<file path="src/rtl/intr_dest_pkg.sv">
package intr_dest_pkg;
  localparam int DEST_W = 8;
  localparam logic [DEST_W-1:0] DEST_ALL = 8'hFF;

  typedef struct packed {
    logic load;     // capture a result this cycle
    logic errFlag;  // unsupported physical lowest-priority
    logic rotate;   // lowest-priority logical pick
  } ctrl_strb_t;
endpackage

</file>
<file path="src/rtl/intr_dest_ctrl.sv">
module intr_dest_ctrl
  import intr_dest_pkg::*;
#(
  parameter int OFFS_W = 16
) (
  input  logic              clk,
  input  logic              rst_n,
  input  logic              reqValid,
  input  logic              reqLogical,
  input  logic              reqLowPri,
  input  logic              matchAny,
  output ctrl_strb_t        strb,
  output logic [OFFS_W-1:0] rotOffset
);
  always_comb begin
    strb.load    = reqValid;
    strb.errFlag = reqValid && !reqLogical && reqLowPri;
    strb.rotate  = reqValid && reqLogical && reqLowPri;
  end

  always_ff @(posedge clk) begin
    if (!rst_n) begin
      rotOffset <= '0;
    end else if (strb.rotate && matchAny) begin
      rotOffset <= rotOffset + 1'b1;
    end
  end
endmodule

</file>
<file path="src/rtl/intr_dest_datapath.sv">
module intr_dest_datapath
  import intr_dest_pkg::*;
#(
  parameter int NUM_UNITS = 8,
  parameter int OFFS_W    = 16
) (
  input  logic                        clk,
  input  logic                        rst_n,
  input  ctrl_strb_t                  strb,
  input  logic [DEST_W-1:0]           reqDest,
  input  logic                        reqLogical,
  input  logic [NUM_UNITS*DEST_W-1:0] unitLogicalIds,
  input  logic [OFFS_W-1:0]           rotOffset,
  output logic                        matchAny,
  output logic                        outValid,
  output logic [NUM_UNITS-1:0]        outMask,
  output logic                        outError
);
  localparam int CNT_W = $clog2(NUM_UNITS + 1);

  logic [NUM_UNITS-1:0] logicHits;
  logic [NUM_UNITS-1:0] physMask;
  logic [NUM_UNITS-1:0] pickMask;
  logic [NUM_UNITS-1:0] nextMask;
  logic [CNT_W-1:0]     hitCount;
  logic [OFFS_W-1:0]    divisor;
  logic [OFFS_W-1:0]    pickIdx;

  genvar g;
  generate
    for (g = 0; g < NUM_UNITS; g++) begin : gUnit
      assign logicHits[g] = |(unitLogicalIds[g*DEST_W +: DEST_W] & reqDest);
      assign physMask[g]  = (reqDest == DEST_ALL) || (reqDest == DEST_W'(g));
    end
  endgenerate

  assign matchAny = |logicHits;
  assign hitCount = CNT_W'($countones(logicHits));
  assign divisor  = (hitCount == '0) ? OFFS_W'(1) : OFFS_W'(hitCount);
  assign pickIdx  = rotOffset % divisor;

  // walk the hits in ascending order and keep the pickIdx-th one
  always_comb begin
    int seen;
    seen     = 0;
    pickMask = '0;
    for (int i = 0; i < NUM_UNITS; i++) begin
      if (logicHits[i]) begin
        if (OFFS_W'(seen) == pickIdx) pickMask[i] = 1'b1;
        seen = seen + 1;
      end
    end
  end

  always_comb begin
    if (strb.errFlag)     nextMask = '0;
    else if (strb.rotate) nextMask = pickMask;
    else if (reqLogical)  nextMask = logicHits;
    else                  nextMask = physMask;
  end

  always_ff @(posedge clk) begin
    if (!rst_n) begin
      outValid <= 1'b0;
      outMask  <= '0;
      outError <= 1'b0;
    end else begin
      outValid <= strb.load;
      outMask  <= strb.load ? nextMask : '0;
      outError <= strb.errFlag;
    end
  end
endmodule

</file>
<file path="src/rtl/intr_dest_resolver.sv">
module intr_dest_resolver
  import intr_dest_pkg::*;
#(
  parameter int NUM_UNITS = 8,
  parameter int OFFS_W    = 16
) (
  input  logic                    clk,
  input  logic                    rst_n,
  input  logic                    reqValid,
  input  logic [7:0]              reqDest,
  input  logic                    reqLogical,
  input  logic                    reqLowPri,
  input  logic [NUM_UNITS*8-1:0]  unitLogicalIds,
  output logic                    outValid,
  output logic [NUM_UNITS-1:0]    outMask,
  output logic                    outError
);
  ctrl_strb_t        strb;
  logic [OFFS_W-1:0] rotOffset;
  logic              matchAny;

  intr_dest_ctrl #(.OFFS_W(OFFS_W)) u_ctrl (
    .clk(clk), .rst_n(rst_n), .reqValid(reqValid), .reqLogical(reqLogical),
    .reqLowPri(reqLowPri), .matchAny(matchAny), .strb(strb), .rotOffset(rotOffset)
  );

  intr_dest_datapath #(.NUM_UNITS(NUM_UNITS), .OFFS_W(OFFS_W)) u_dp (
    .clk(clk), .rst_n(rst_n), .strb(strb), .reqDest(reqDest),
    .reqLogical(reqLogical), .unitLogicalIds(unitLogicalIds),
    .rotOffset(rotOffset), .matchAny(matchAny), .outValid(outValid),
    .outMask(outMask), .outError(outError)
  );
endmodule

</file>
<file path="config.mk">
export PLATFORM = sky130hd
export DESIGN_NAME = intr_dest_resolver
export DESIGN_NICKNAME = d
export VERILOG_FILES = /design/src/rtl/intr_dest_pkg.sv /design/src/rtl/intr_dest_ctrl.sv /design/src/rtl/intr_dest_datapath.sv /design/src/rtl/intr_dest_resolver.sv
export SDC_FILE = /design/constraint.sdc
export NUM_CORES = 1
export LEC_CHECK = 0
export BUFFER_PORTS_ARGS = -buffer_cell sky130_fd_sc_hd__clkbuf_2
export CAP_MARGIN = 30
export CORE_AREA = 2 2 152 154
export DETAILED_ROUTE_END_ITERATION = 10
export DIE_AREA = 0 0 154 156
export PLACE_DENSITY_LB_ADDON = 0.25
export REMOVE_ABC_BUFFERS = 1
export SYNTH_ARGS = -nofsm -noshare
export SYNTH_HDL_FRONTEND = slang
export SYNTH_SLANG_ARGS = --single-unit
</file>
<file path="constraint.sdc">
create_clock -name clk -period 30.8 [get_ports clk]
set_clock_uncertainty 0.05 [all_clocks]
set_input_delay 1.54 -clock clk [delete_from_list [all_inputs] [get_ports clk]]
set_output_delay 1.54 -clock clk [all_outputs]
set_load 0.02 [all_outputs]
</file>
==> impl_metrics.env <==
export IMPL_synthFlopType="dfxtp_1"
export IMPL_path_common_cell="buf_4"
export IMPL_cts_hold_fix_buffers=0
export IMPL_grt_pass1_vias=8733
export IMPL_synth_avg_cell_area_um2=7.191
export IMPL_antenna_found_initial=0
export IMPL_io_buffers=86
export IMPL_dieWidth_um=154
export IMPL_ios=87
export IMPL_insertion_delay_ps=260
export IMPL_grt_ovfl_total=0
export IMPL_synthCells=1073
export IMPL_r2r_start="u_ctrl.rotOffset[15]$_SDFFE_PN0P_"
export IMPL_ys_seq_area_share_pct=6.746
export IMPL_r2r_end="u_dp.outMask[1]$_SDFF_PP0_"
export IMPL_ys_async_sr_fraction_pct=0
export IMPL_drive_above_1_share_pct=35.00
export IMPL_fmax_mhz=33.56
export IMPL_wl_per_cell_um=16.82
export IMPL_grt_max_degree=18
export IMPL_drc=0
export IMPL_endpoint="u_dp.outMask[1]$_SDFF_PP0_"
export IMPL_ys_ff_latch=26
export IMPL_routed_via_density=5.809
export IMPL_dr_pass1_iters=5
export IMPL_slowest_stage="or4b_4"
export IMPL_yosysMostFrequentCell="nor2_1"
export IMPL_cts_max_path_buffers=2
export IMPL_synth_edff_count=0
export IMPL_die_h_um=156
export IMPL_postRouteAntennaNets=0
export IMPL_r2r_cells=138
export IMPL_drt_total_wl_mm=26.94
export IMPL_syn_area_um2=7716
export IMPL_max_slew_margin_rel_pct=32.94
export IMPL_initial_utilization_pct=34.50
export IMPL_cts_tree="done"
export IMPL_min_path_type="flop to flop"
export IMPL_cp_max_fo=6
export IMPL_arrival_ps=29940
export IMPL_period_share_pct=96.74
export IMPL_ys_warn_count=0
export IMPL_status="finished, final reports clean"
export IMPL_crit_required_ps=30940
export IMPL_crit_path_end_kind="flop"
export IMPL_slew_viol_final=0
export IMPL_netlist_area_leader_share_pct=12.32
export IMPL_htreeDepth=1
export IMPL_setup_viol=0
export IMPL_cts_root_buf="clkbuf_16"
export IMPL_antennaDiodeCount=0
export IMPL_startpoint_type="input pin"
export IMPL_dpl_hpwl_mm=20.50
export IMPL_fin_nets=1476
export IMPL_netlist_top_cells_count="nor2_1, nand2_1, ha_1, a21oi_1, nor3_1"
export IMPL_synth_cell_types=100
export IMPL_num_rows=55
export IMPL_place_ws_ps=-1384
export IMPL_syn2layout_area_growth_pct=38.06
export IMPL_numCtsBuffers=3
export IMPL_first_iter_violations=493
export IMPL_whs_ps=505.0
export IMPL_tightest_slew_ps=1005
export IMPL_synthTopCellsByArea="ha_1, dfxtp_1, xnor2_1"
export IMPL_hold_viol=0
export IMPL_crit_path_max_incr_delay_ps=530
export IMPL_track_usage_pct=20.79
export IMPL_clkTransAtPathRegs_ps=70
export IMPL_gp_congestion=0.9085
export IMPL_crit_path_start="reqDest[6]"
export IMPL_final_util_pct=47.63
export IMPL_grt_pass1_wl_mm=42.44
export IMPL_reg2reg_slack_ps=4970
export IMPL_max_cap_violations=0
export IMPL_synth_top_cell_by_area="ha_1"
export IMPL_path_class="input pin to flop"
export IMPL_min_from="u_ctrl.rotOffset[7]$_SDFFE_PN0P_"
export IMPL_clock_sinks=26
export IMPL_core_area_um2=22370
export IMPL_vias=9306
export IMPL_fin_crit_ps=29800
export IMPL_worst_slack_ps=1003
export IMPL_die_area_um2=24020
[final cells by class]
class | count | area (um^2)
multi-input combinational | 964 | 7595
clock buffer | 3 | 75.07
sequential | 26 | 520.5
tap | 285 | 356.6
fill | 2192 | 11710
clock inverter | 1 | 30.03
timing repair buffer | 275 | 1893
inverter | 48 | 182.7
[logic make-up after synthesis]
| family | share of synthesized area, % |
|---|---|
| simple gates | 26.74 |
| compound gates | 35.20 |
| buf+inv | 4.248 |
| fa+ha+maj | 13.62 |
| xor+xnor | 8.172 |
| mux | 5.270 |
| flops | 6.746 |
[registers in the layout (all words and copies together), names as in the netlist]
name	flops
u_ctrl.rotOffset	16
u_dp.outMask	8
u_dp.outError	1
u_dp.outValid	1
[worst max-delay path, delay by kind of cell]
family,cells,cell delay [ps]
adders and majority gates,20,6050
xor gates and xnor gates,1,170
muxes,5,1520
AOI/OAI and AO/OA,56,9300
buffers and inverters,28,3150
and+or+nand+nor,42,8150
[layout by cell type (no fill, tap or decap), types with 31 or more instances in the layout]
| cell | n |
|---|---|
| buf_4 | 183 |
| nor2_1 | 83 |
| nand2_1 | 83 |
| clkbuf_2 | 78 |
| ha_1 | 60 |
| xnor2_1 | 48 |
| a21oi_1 | 44 |
| nor3_1 | 44 |
| inv_1 | 40 |
| nand3_1 | 40 |
| o211ai_1 | 31 |
[layer usage]
| layer | routed length (um) | global-route usage (%) |
|---|---|---|
| met3 | 1134 | 1.889 |
| met5 | 0 | 0 |
| met1 | 12050 | 27.23 |
| met4 | 553 | 4.139 |
| met2 | 13200 | 37.24 |
[metrics by stage]
step	cell area [um^2]	setup TNS (ps)	instances
2_1_floorplan	7569	-27720	1038
3_3_place_gp	9106	-4654	1509
3_5_place_dp	9106	-10210	1509
4_1_cts	9575	0	1549
5_1_grt	10650	-3663	1602
6_report	10650	0	1602
[worst min-delay path by stage]
stage                                                  end  slack, ps  depth (start not counted)
after CTS                 u_ctrl.rotOffset[7]$_SDFFE_PN0P_        490                          2
after detailed placement  u_ctrl.rotOffset[7]$_SDFFE_PN0P_        480                          2
final                     u_ctrl.rotOffset[7]$_SDFFE_PN0P_        510                          2
after global routing      u_ctrl.rotOffset[9]$_SDFFE_PN0P_        550                          2
after global placement    u_ctrl.rotOffset[7]$_SDFFE_PN0P_        480                          2
after floorplan           u_ctrl.rotOffset[7]$_SDFFE_PN0P_        440                          2
[repair_timing]
item,in CTS,in global routing
gates cloned,0,0
resized for setup,25,151
pin swaps,14,99
hold endpoints to repair,0,0
setup endpoints to repair,8,8
buffers inserted,36,53
Power is not shown: default switching activity piles up to over one toggle a cycle in this logic, so the estimate is an artifact.
